$ cat src/rtl/alm_pkg.sv
`timescale 1ns/1ps
package alm_pkg;
    localparam int NFLD      = 5;
    localparam int BW        = 8;
    localparam int ADR_BASE  = 10;
    localparam int ADR_FLAGS = 15;
    localparam int FLD_MON   = 0;
    localparam int FLD_HOUR  = 2;
    localparam int EN_BIT    = 7;
    localparam int SQ_BIT    = 6;
    localparam int HT_BIT    = 6;
    localparam int AF_BIT    = 6;
    localparam int OF_BIT    = 2;
    localparam int BL_BIT    = 4;

    typedef enum logic [0:0] {
        ST_ARMED = 1'b0,
        ST_FIRED = 1'b1
    } alm_st_e;

    // Comparison mask per field: month, day, hour use 6 bits; minute, second use 7
    function automatic logic [BW-1:0] fld_mask(input int idx);
        return (idx <= FLD_HOUR) ? 8'h3F : 8'h7F;
    endfunction
endpackage

$ cat src/rtl/alm_regs.sv
`timescale 1ns/1ps
module alm_regs
    import alm_pkg::*;
#(
    parameter int AW = 8,
    parameter int NF = NFLD
) (
    input  logic                   clk,
    input  logic                   rst_n,
    input  logic                   we,
    input  logic [AW-1:0]          addr,
    input  logic [BW-1:0]          wdata,
    output logic [NF-1:0][BW-1:0]  alm,
    output logic                   en,
    output logic                   sqwe,
    output logic                   halt
);
    logic [NF-1:0][BW-1:0] alm_q;
    logic [NF-1:0]         sel;
    logic                  mapped;

    genvar gi;
    generate
        for (gi = 0; gi < NF; gi++) begin : g_slot
            localparam logic [AW-1:0] SLOT_ADR = AW'(ADR_BASE + gi);
            assign sel[gi] = (addr == SLOT_ADR);

            always_ff @(posedge clk) begin
                if (!rst_n) begin
                    alm_q[gi] <= '0;
                end else if (we && sel[gi]) begin
                    alm_q[gi] <= wdata;
                end
            end
        end
    endgenerate

    assign mapped = (|sel) || (addr == AW'(ADR_FLAGS));
    assign alm    = alm_q;
    assign en     = alm_q[FLD_MON][EN_BIT];
    assign sqwe   = alm_q[FLD_MON][SQ_BIT];
    assign halt   = alm_q[FLD_HOUR][HT_BIT];


    unmapped_hold_chk: assert property (@(posedge clk) disable iff (!rst_n)
        (we && !mapped) |=> $stable(alm_q));
endmodule

$ cat src/rtl/alm_match.sv
`timescale 1ns/1ps
module alm_match
    import alm_pkg::*;
#(
    parameter int NF = NFLD
) (
    input  logic [NF-1:0][BW-1:0] alm,
    input  logic [NF-1:0][BW-1:0] tm,
    output logic                  hit
);
    logic [NF-1:0] eq;

    genvar gi;
    generate
        for (gi = 0; gi < NF; gi++) begin : g_cmp
            localparam logic [BW-1:0] MSK = fld_mask(gi);
            assign eq[gi] = ((alm[gi] ^ tm[gi]) & MSK) == '0;
        end
    endgenerate

    assign hit = &eq;
endmodule

$ cat src/rtl/alm_flag_fsm.sv
`timescale 1ns/1ps
module alm_flag_fsm
    import alm_pkg::*;
(
    input  logic clk,
    input  logic rst_n,
    input  logic tick,
    input  logic hit,
    input  logic clr,
    input  logic en,
    output logic af,
    output logic irq_n,
    output logic pend
);
    alm_st_e state_q, state_d;
    logic    set_ev;

    assign set_ev = tick && hit;

    always_comb begin
        state_d = state_q;
        unique case (state_q)
            ST_ARMED: if (set_ev) state_d = ST_FIRED;
            ST_FIRED: if (clr && !set_ev) state_d = ST_ARMED;
            default:  state_d = ST_ARMED;
        endcase
    end

    always_ff @(posedge clk) begin
        if (!rst_n) state_q <= ST_ARMED;
        else        state_q <= state_d;
    end

    always_comb begin
        af    = (state_q == ST_FIRED);
        pend  = af && en;
        irq_n = !(af && en);
    end


    match_sets_chk: assert property (@(posedge clk) disable iff (!rst_n)
        (tick && hit) |=> af);

    tick_only_set_chk: assert property (@(posedge clk) disable iff (!rst_n)
        (!af && !tick) |=> !af);

    flag_holds_chk: assert property (@(posedge clk) disable iff (!rst_n)
        (af && !clr) |=> af);

    set_wins_chk: assert property (@(posedge clk) disable iff (!rst_n)
        (tick && hit && clr) |=> af);
endmodule

$ cat src/rtl/alm_unit.sv
`timescale 1ns/1ps
module alm_unit
    import alm_pkg::*;
#(
    parameter int AW = 8
) (
    input  logic          clk,
    input  logic          rst_n,
    input  logic          sec_tick,
    input  logic [7:0]    tm_mon,
    input  logic [7:0]    tm_day,
    input  logic [7:0]    tm_hour,
    input  logic [7:0]    tm_min,
    input  logic [7:0]    tm_sec,
    input  logic          osc_fail,
    input  logic          batt_low,
    input  logic          reg_we,
    input  logic [AW-1:0] reg_addr,
    input  logic [7:0]    reg_wdata,
    output logic [7:0]    reg_rdata,
    output logic          irq_n,
    output logic          alarm_pend,
    output logic          sqw_en,
    output logic          halt_upd
);
    logic [NFLD-1:0][BW-1:0] alm_v;
    logic [NFLD-1:0][BW-1:0] tm_v;
    logic                    en_b;
    logic                    hit;
    logic                    flg_wr;
    logic                    clr_af;
    logic                    clr_of;
    logic                    af;
    logic                    of_q;

    assign tm_v = {tm_sec, tm_min, tm_hour, tm_day, tm_mon};

    assign flg_wr = reg_we && (reg_addr == AW'(ADR_FLAGS));
    assign clr_af = flg_wr && !reg_wdata[AF_BIT];
    assign clr_of = flg_wr && !reg_wdata[OF_BIT];

    alm_regs #(.AW(AW), .NF(NFLD)) u_regs (
        .clk   (clk),
        .rst_n (rst_n),
        .we    (reg_we),
        .addr  (reg_addr),
        .wdata (reg_wdata),
        .alm   (alm_v),
        .en    (en_b),
        .sqwe  (sqw_en),
        .halt  (halt_upd)
    );

    alm_match #(.NF(NFLD)) u_match (
        .alm (alm_v),
        .tm  (tm_v),
        .hit (hit)
    );

    alm_flag_fsm u_fsm (
        .clk   (clk),
        .rst_n (rst_n),
        .tick  (sec_tick),
        .hit   (hit),
        .clr   (clr_af),
        .en    (en_b),
        .af    (af),
        .irq_n (irq_n),
        .pend  (alarm_pend)
    );

    always_ff @(posedge clk) begin
        if (!rst_n)        of_q <= 1'b0;
        else if (osc_fail) of_q <= 1'b1;
        else if (clr_of)   of_q <= 1'b0;
    end

    always_comb begin
        reg_rdata = '0;
        for (int i = 0; i < NFLD; i++) begin
            if (reg_addr == AW'(ADR_BASE + i)) reg_rdata = alm_v[i];
        end
        if (reg_addr == AW'(ADR_FLAGS)) begin
            reg_rdata[AF_BIT] = af;
            reg_rdata[OF_BIT] = of_q;
            reg_rdata[BL_BIT] = batt_low;
        end
    end


    of_sticky_chk: assert property (@(posedge clk) disable iff (!rst_n)
        (of_q && !clr_of) |=> of_q);

    irq_release_chk: assert property (@(posedge clk) disable iff (!rst_n)
        (!af || !en_b) |-> irq_n);
endmodule

$ cat config.mk
export PLATFORM = sky130hd
export DESIGN_NAME = alm_unit
export DESIGN_NICKNAME = d
export VERILOG_FILES = /design/src/rtl/alm_pkg.sv /design/src/rtl/alm_regs.sv /design/src/rtl/alm_match.sv /design/src/rtl/alm_flag_fsm.sv /design/src/rtl/alm_unit.sv
export SDC_FILE = /design/constraint.sdc
export NUM_CORES = 1
export LEC_CHECK = 0
export ABC_CLOCK_PERIOD_IN_PS = 2300
export BUFFER_PORTS_ARGS = -buffer_cell sky130_fd_sc_hd__buf_2
export CAP_MARGIN = 25
export CORE_ASPECT_RATIO = 0.6
export CORE_MARGIN = 1.5
export CORE_UTILIZATION = 40
export CTS_CLUSTER_DIAMETER = 80
export CTS_CLUSTER_SIZE = 25
export DETAILED_ROUTE_END_ITERATION = 10
export REMOVE_ABC_BUFFERS = 1
export SYNTH_ARGS = -nofsm -noshare
export SYNTH_HDL_FRONTEND = slang
export SYNTH_SLANG_ARGS = --single-unit
$ cat constraint.sdc
create_clock -name clk -period 2.3 [get_ports clk]
set_clock_uncertainty 0.2 [all_clocks]
set_input_delay 0.46 -clock clk [delete_from_list [all_inputs] [get_ports clk]]
set_output_delay 0.46 -clock clk [all_outputs]
set_load 0.01 [all_outputs]
==> results.py, run 1 <==
metrics = {
    "outcome": {
        "outcome": "finished clean",
    },
    "logic_synthesis": {
        "syn_area_um2": 2450,
        "ys_async_sr_fraction_pct": 0,
        "netlist_instances": 240,
        "synth_common_cells": "47 x mux2i_1, 42 x dfxtp_1, 41 x nor2b_1, 20 x xor2_1, 12 x xnor2_1",
        "synth_warnings": 0,
        "synth_area_per_cell_um2": 10.2,
        "synth_area_leaders": "dfxtp_1 34%, mux2i_1 19%, nor2b_1 10%",
        "synth_largest_area_cell": "dfxtp_1",
        "yosysMostFrequentCell": "mux2i_1",
        "ys_types": 34,
        "synth_edf_count": 0,
        "yosysTopAreaCellShare_pct": 34.4,
        "synth_ff_type": "dfxtp_1",
        "synth_seq_cells": 42,
        "ys_seq_area_share_pct": 34.4,
    },
    "power_and_ir_drop": {
        "vdd_drop_max_mv": 0.224,
        "power.density_nw_per_um2": 462,
        "leakagePower_nw": 1.36,
        "power_mw": 1.40,
    },
    "timing": {
        "slew_viol_final": 0,
        "clock.fmax_mhz": 452,
        "finalSetupViolations": 0,
        "max_slew_margin_pct": 74.7,
        "fin_hold_ws_ns": 0.211,
        "layout_min_cycle_time_ns": 2.21,
        "fin_tns_setup_ns": 0,
        "tightest_slew_ns": 0.378,
        "setup_slack_ns": 0.0878,
        "finalCritPeriodShare_pct": 96.2,
        "hold_violations": 0,
        "rsz0062_at_grt": "no",
    },
    "floorplan": {
        "ios": 74,
        "num_rows": 21,
        "die_w_um": 104,
        "core_area_um2": 5730,
        "initial_core_util_pct": 42.7,
        "die-area_um2": 6610,
        "die_h_um": 63.6,
    },
    "global_routing": {
        "antenna_found_initial": 0,
        "grt_pass1_vias": 1881,
        "grt_pass1_wl_um": 10200,
        "grt_usage_pct": 20.3,
        "grt-ovfl-total": 0,
        "grt_start_max_net_pins": 43,
    },
    "placed_design": {
        "hpwl_um": 4950,
        "port_buffers": 65,
        "dp_slack_ns": 0.0425,
        "dp.cells": 391,
        "placed_area_um2": 2930,
        "gp_congestion": 0.779,
    },
    "hold_path": {
        "hp-class": "in -> reg",
        "hp-start": "osc_fail",
    },
    "layout": {
        "drive_gt1_share_pct": 32.6,
        "fin_nets": 380,
        "final_cells": 399,
        "n_fill_cell": 575,
        "n_antenna_cell": 0,
        "fin_util_pct": 52.8,
        "fin_area_um2": 3030,
        "syn2layout_area_growth_pct": 23.7,
    },
    "cts": {
        "cts_buffers": 5,
        "tritoncts": "yes",
        "cts-htree-levels": 2,
        "post_cts_buffers": 0,
        "clk_latency_ns": 0.29,
        "cts_max_path_buffers": 2,
        "root_buffer": "clkbuf_8",
        "clkSlewWorstSetupHoldPaths_ns": 0.08,
        "clock-sinks": 42,
        "postCtsHoldBufs": 0,
    },
    "setup_path": {
        "crit_path_end_kind": "output port",
        "startpoint": "reg_addr[0]",
        "r2r_start": "u_regs.alm[8]",
        "cp_data_arrival_time_ns": 1.55,
        "required_ns": 1.64,
        "critPathMaxFanout": 7,
        "crit_type": "in -> out",
        "cp-start-kind": "input port",
    },
    "flow_run": {
        "maxCapViolCount": 0,
    },
    "route": {
        "via_per_inst": 4.88,
        "ant_nets": 0,
        "drcViolationCount": 0,
        "drt_iter0_markers": 77,
        "routed-via-count": 1948,
        "firstDrtPassIters": 4,
        "drt_wl_total_um": 6540,
        "wl_per_cell_um": 16.4,
    },
}
==> metal layers <==
metal,share of wire [%],vias to the layer above,global-route usage [%]
li1,-,994,-
met1,51,904,30.5
met2,43,46,30.1
met3,5.4,4,3.93
met4,0.43,0,3.65
met5,0,-,0
==> power by group <==
part / total (mW) / switching, mW / internal, mW
combinational: 0.173 / 0.0879 / 0.0850
sequential: 0.730 / 0.00133 / 0.728
clock: 0.495 / 0.253 / 0.243
total: 1.40 / 0.342 / 1.06
==> critical path: stages <==
cell      delay, ns
clkbuf_4       0.18
mux4_2         0.51
a22oi_1        0.19
nor2_1         0.07
buf_2          0.14
==> placed cells by master (no fill, tap or decap), types with 2 or more instances in the layout <==
cell / instances
nand3_1: 2
nor2b_1: 41
dfxtp_1: 42
a21oi_1: 2
nand2_1: 7
mux2_2: 6
nand4_4: 2
o21ai_0: 6
nor2_1: 8
mux4_2: 3
o21a_1: 2
nor3b_1: 3
nand4_1: 4
mux2i_1: 47
nor4_1: 5
xor2_1: 20
clkbuf_8: 6
buf_4: 16
a22oi_1: 6
xnor2_1: 12
buf_2: 64
==> final timing paths <==
path                    endpoint  slack (ns)  depth (start not counted)
setup / recovery    reg_rdata[6]        0.09                          5
hold / removal              of_q        0.21                          2
setup reg to reg        u_fsm.af        0.29                          5
hold reg to reg   u_regs.alm[14]        0.33                          2
==> cells by family (layout without fill, tap and decap cells) <==
family / Yosys count / in the layout / synth area share (%)
AO/OA/AOI/OAI: 17 / 17 / 4.40
buffers and inverters: 12 / 91 / 3.07
AND/OR/NAND/NOR: 81 / 81 / 22.0
flip-flops: 42 / 42 / 34.4
XOR/XNOR: 32 / 32 / 11.5
multiplexers: 56 / 56 / 24.7
==> cell type report <==
class / instances / area, µm² / area share, %
Tap cell: 80 / 100 / 3.31
Clock buffer: 7 / 86.3 / 2.85
Inverter: 1 / 3.75 / 0.124
Sequential cell: 42 / 841 / 27.8
Clock inverter: 1 / 5.00 / 0.165
Multi-Input combinational cell: 186 / 1530 / 50.6
Timing Repair Buffer: 82 / 459 / 15.2
==> sequential cells by signal, summed over array words and instances, names as in the netlist <==
signal,flops
u_fsm.af,1
of_q,1
u_regs.alm,40
==> what timing repair did <==
item	in CTS	in global routing
gates resized for setup	0	2
setup endpoints to repair	0	6
endpoints found under the hold margin	0	0
Power figures use the tool's default switching activity.
==> inputs of run 2 (changes only) <==
- CORE_ASPECT_RATIO: 0.6 -> 0.9
==> results.py, run 2 (synthesis results as in run 1) <==
metrics = {
    "route": {
        "via_per_inst": 5.07,
        "drt_iter0_markers": 112,
        "drt_wl_total_um": 6330,
        "wl_per_cell_um": 16.1,
        "firstDrtPassIters": 7,
        "routed-via-count": 1989,
        "ant_nets": 0,
        "drcViolationCount": 6,
    },
    "power_and_ir_drop": {
        "power.density_nw_per_um2": 460,
        "leakagePower_nw": 1.38,
        "power_mw": 1.41,
        "vdd_drop_max_mv": 0.260,
    },
    "global_routing": {
        "grt_start_max_net_pins": 43,
        "met1_usage_pct": 28.6,
        "grt-ovfl-total": 0,
        "use_met2_pct": 32.0,
        "grt_util_met3_pct": 4.09,
        "grt.busiest_layer": "met2",
        "grt_pass1_vias": 1989,
        "antenna_found_initial": 0,
        "grt_usage_pct": 20.6,
        "grt_pass1_wl_um": 10400,
    },
    "layout": {
        "final_cells": 392,
        "fin_nets": 383,
        "largest_register_ffs": 40,
        "drive_gt1_share_pct": 33.5,
        "most-common-layout-cells": "64 x buf_2, 47 x mux2i_1, 42 x dfxtp_1",
        "syn2layout_area_growth_pct": 24.8,
        "n_antenna_cell": 0,
        "final_common_cell": "buf_2",
    },
    "floorplan": {
        "core_area_um2": 5790,
        "die-area_um2": 6600,
        "die_h_um": 77.2,
        "initial_core_util_pct": 42.3,
        "die_w_um": 85.5,
        "ios": 74,
        "num_rows": 26,
    },
    "hold_path": {
        "hp-class": "in -> reg",
        "hold_depth": 2,
    },
    "setup_path": {
        "rr_worst_depth": 6,
        "r2r_end": "u_fsm.af",
        "crit_path_end_kind": "output port",
        "startpoint": "reg_addr[2]",
        "rrSetupSlack_ns": 0.15,
        "crit_type": "in -> out",
        "critPathMaxFanout": 9,
        "crit_end": "reg_rdata[3]",
        "r2r_start": "u_regs.alm[21]",
        "required_ns": 1.64,
        "cp_data_arrival_time_ns": 1.52,
        "cp-start-kind": "input port",
    },
    "timing": {
        "finalCritPeriodShare_pct": 94.6,
        "rsz0062_at_grt": "no",
        "fin_tns_setup_ns": 0,
        "tightest_slew_ns": 0.425,
        "finalSetupViolations": 0,
        "clock.fmax_mhz": 459,
        "fin_hold_ws_ns": 0.162,
        "setup_slack_ns": 0.123,
        "slew_viol_final": 0,
        "max_slew_margin_pct": 71.4,
        "hold_violations": 0,
        "layout_min_cycle_time_ns": 2.18,
    },
    "placed_design": {
        "dp_slack_ns": 0.00744,
        "hpwl_um": 4780,
        "port_buffers": 65,
        "gp_congestion": 0.770,
        "dp.cells": 384,
    },
    "cts": {
        "cts-htree-levels": 2,
        "cts_buffers": 5,
        "clk_latency_ns": 0.30,
        "tritoncts": "yes",
        "clkSlewWorstSetupHoldPaths_ns": 0.08,
        "root_buffer": "clkbuf_8",
        "clock-sinks": 42,
        "postCtsHoldBufs": 0,
        "cts_max_path_buffers": 2,
    },
    "outcome": {
        "outcome": "complete, but fails checks",
        "violations": "DRC",
    },
    "flow_run": {
        "maxCapViolCount": 0,
    },
}
[run 2: changes by cell type in the layout (fill, tap and decap cells not counted)]
cell	delta
buf_12	+1
nor2b_1	-1
buf_6	+1
buf_4	+2
nor2b_2	+1
clkbuf_4	-1
[run 2: timing repair]
item                                    4_1_cts  5_1_grt
endpoints found under the setup margin        0        8
setup buffers                                 0        0
resized for setup                             0        5
[run 2: where the power goes]
| group | switching (mW) | total, mW | internal, mW | leakage (nW) |
|---|---|---|---|---|
| sequential | 0.00149 | 0.730 | 0.728 | 0.338 |
| combinational | 0.0852 | 0.176 | 0.0903 | 0.997 |
| clock | 0.258 | 0.501 | 0.242 | 0.0482 |
| total | 0.345 | 1.41 | 1.06 | 1.38 |
[run 2: worst min-delay path by stage]
| stage | start | end |
|---|---|---|
| final | osc_fail | of_q |
| after global routing | osc_fail | of_q |
| after CTS | osc_fail | of_q |
| after detailed placement | u_regs.alm[14] | u_regs.alm[14] |
| after global placement | u_regs.alm[14] | u_regs.alm[14] |
| after floorplan | u_regs.alm[14] | u_regs.alm[14] |
[run 2: metal layers]
layer / wire [µm] / up-vias
met2: 2790 / 53
li1: - / 1006
met4: 72 / 0
met3: 323 / 7
met1: 3130 / 923
met5: 0 / -
[run 2: per-stage QoR]
step                area (µm²)  util [%]
floorplan                 2380         -
global placement          2950      51.0
detailed placement        2950      51.0
CTS                       3040      52.5
global route              3060      52.8
finish                    3060      52.8
[run 2: final cells by class]
class                      count  area, µm²
timing repair buffer          85        498
multi-input combinational    186       1530
tap                           70       87.6
fill                         562       2740
inverter                       1       3.75
sequential                    42        841
clock buffer                   7       86.3
clock inverter                 1       5.00
[run 2: worst max-delay path: stages]
cell and delay (ns):
buf_2 0.19, nor2b_2 0.19, buf_4 0.15, nand2_1 0.05, o21ai_0 0.08, a21oi_1 0.09
nor2_1 0.13, buf_2 0.15
==> inputs of run 3 (changes only) <==
- ABC_AREA: not set -> 1
- CORE_UTILIZATION: 40 -> 35
- PLACE_DENSITY: not set -> 0.68
==> results.py, run 3 <==
metrics = {
    "outcome": {
        "outcome": "complete, but fails checks",
        "violations": "setup timing",
    },
    "timing": {
        "fin_tns_setup_ns": -0.174,
        "slew_viol_final": 0,
        "setup_slack_ns": -0.0548,
        "tightest_slew_ns": 0.669,
        "layout_min_cycle_time_ns": 2.35,
        "clock.fmax_mhz": 425,
        "finalSetupViolations": 5,
        "hold_violations": 0,
        "fin_hold_ws_ns": 0.186,
        "rsz0062_at_grt": "yes",
        "max_slew_margin_pct": 55.3,
        "finalCritPeriodShare_pct": 102,
    },
    "logic_synthesis": {
        "synth_ff_type": "dfxtp_1",
        "synth_area_per_cell_um2": 6.22,
        "ys_types": 24,
        "netlist_instances": 439,
        "synth_largest_area_cell": "dfxtp_1",
        "ys_seq_area_share_pct": 30.8,
        "synth_common_cells": "120 x nand2_1, 77 x inv_1, 49 x nor2_1, 42 x dfxtp_1, 27 x o21ai_0",
        "syn_area_um2": 2730,
        "yosysMostFrequentCell": "nand2_1",
        "synth_seq_cells": 42,
        "synth_warnings": 0,
        "yosysTopAreaCellShare_pct": 30.8,
        "synth_area_leaders": "dfxtp_1 31%, nand2_1 17%, inv_1 11%",
        "synth_edf_count": 0,
        "ys_async_sr_fraction_pct": 0,
    },
    "floorplan": {
        "num_rows": 30,
        "die_h_um": 86.8,
        "core_area_um2": 7540,
        "die-area_um2": 8340,
        "initial_core_util_pct": 36.2,
        "ios": 74,
        "die_w_um": 96.1,
    },
    "cts": {
        "root_buffer": "clkbuf_8",
        "cts_buffers": 5,
        "clock-sinks": 42,
        "clk_latency_ns": 0.30,
        "cts-htree-levels": 2,
        "tritoncts": "yes",
        "cts_max_path_buffers": 2,
        "clkSlewWorstSetupHoldPaths_ns": 0.09,
        "postCtsHoldBufs": 0,
    },
    "setup_path": {
        "crit_type": "in -> out",
        "path_buf_inv": 4,
        "cp_data_arrival_time_ns": 1.69,
        "slowest_stage": "o211ai_1",
        "worstPathCellList": "buf_8 -> inv_4 -> nand2_4 -> nor2_4 -> buf_6 -> nand4_1 -> o211ai_1 -> nor2_1 -> nor2_1 -> buf_2",
        "critPathMaxFanout": 4,
        "rrSetupSlack_ns": 0.79,
        "r2r_end": "u_fsm.af",
        "required_ns": 1.64,
        "rr_worst_depth": 10,
        "cp_top_family": "simple AND/OR/NAND/NOR gates",
        "cp-start-kind": "input port",
        "r2r_start": "u_regs.alm[9]",
        "crit_path_end_kind": "output port",
        "critical-path-max-stage-delay_ns": 0.24,
        "crit_top_cell": "nor2_1",
    },
    "layout": {
        "most-common-layout-cells": "117 x nand2_1, 70 x inv_1, 60 x buf_2",
        "syn2layout_area_growth_pct": 30.9,
        "final_common_cell": "nand2_1",
        "fin_nets": 589,
        "largest_register_ffs": 40,
        "n_antenna_cell": 0,
        "final_cells": 624,
        "drive_gt1_share_pct": 28.0,
    },
    "global_routing": {
        "grt-ovfl-total": 0,
        "grt_usage_pct": 21.5,
        "antenna_found_initial": 0,
        "grt_start_max_net_pins": 29,
        "grt_pass1_wl_um": 13500,
        "grt_pass1_vias": 2905,
    },
    "power_and_ir_drop": {
        "p_clk_share_pct": 44.1,
        "power_mw": 1.67,
        "p_sw_share_pct": 23.7,
        "p_int_mw": 1.28,
        "seqPwrFrac_pct": 43.7,
        "net-switching-power_mw": 0.396,
        "leakagePower_nw": 1.71,
        "vdd_drop_max_mv": 0.409,
        "combPwrFrac_pct": 12.2,
        "power.density_nw_per_um2": 468,
    },
    "placed_design": {
        "port_buffers": 65,
        "hpwl_um": 6530,
        "gp_congestion": 0.883,
        "dp.cells": 614,
        "dp_slack_ns": -0.167,
    },
    "route": {
        "wl_per_cell_um": 13.7,
        "drt_wl_total_um": 8530,
        "ant_nets": 0,
        "routed-via-count": 3049,
        "via_per_inst": 4.89,
        "firstDrtPassIters": 6,
        "drt_iter0_markers": 225,
        "drcViolationCount": 0,
    },
    "hold_path": {
        "hold_depth": 3,
        "hold_path_end": "of_q",
        "hp-class": "in -> reg",
        "hp-start": "osc_fail",
    },
    "flow_run": {
        "maxCapViolCount": 0,
    },
}
run 3: cell type report:
cell class / instances / area [µm²]
multi-input combinational: 304 / 1580
clock buffer: 6 / 82.6
sequential: 42 / 841
clock inverter: 2 / 60.1
tap: 96 / 120
fill: 822 / 3970
timing repair buffer: 91 / 567
inverter: 83 / 324
run 3: metal layers:
layer / up-vias / routed length (µm) / track usage (%)
li1: 1550 / - / -
met1: 1355 / 3700 / 27.8
met2: 123 / 3970 / 35.9
met3: 21 / 584 / 3.42
met4: 0 / 277 / 7.62
met5: - / 0 / 0
run 3: power groups by stage:
stage	registers, mW	clock network (mW)	logic, mW
after floorplan	0.747	0	0.0755
after global routing	0.731	0.773	0.224
after detailed placement	0.748	0	0.184
after global placement	0.748	0	0.181
after CTS	0.731	0.745	0.197
final	0.730	0.737	0.204
run 3: worst min-delay path, delay by kind of cell:
family	cells	cell delay (ns)
buffers and inverters	2	0.13
AO/OA/AOI/OAI	1	0.05
run 3: repair_timing:
item | CTS | global route
pin swaps | 11 | 8
buffers inserted | 1 | 1
gates cloned | 0 | 0
hold endpoints to repair | 0 | 0
setup endpoints to repair | 8 | 8
resized for setup | 26 | 13
run 3: worst max path at each step:
stage	startpoint	to	slack, ns	cells past startpoint
3_3_place_gp	reg_addr[5]	reg_rdata[7]	-0.14	11
6_report	reg_addr[5]	reg_rdata[3]	-0.05	10
4_1_cts	reg_addr[5]	reg_rdata[3]	-0.06	10
2_1_floorplan	reg_addr[6]	reg_rdata[5]	0.02	7
3_5_place_dp	reg_addr[5]	reg_rdata[4]	-0.17	12
5_1_grt	reg_addr[5]	reg_rdata[1]	-0.15	14
run 3: stage by stage:
| stage | cell area, µm² | util [%] |
|---|---|---|
| 2_1_floorplan | 2670 | - |
| 3_3_place_gp | 3300 | 43.7 |
| 3_5_place_dp | 3300 | 43.7 |
| 4_1_cts | 3530 | 46.7 |
| 5_1_grt | 3570 | 47.3 |
| 6_report | 3570 | 47.3 |
run 3: logic make-up after synthesis:
logic type	share of synthesized area [%]
XOR/XNOR	2.89
AND/OR/NAND/NOR	34.8
AO/OA/AOI/OAI	18.0
flip-flops	30.8
buffers and inverters	13.5
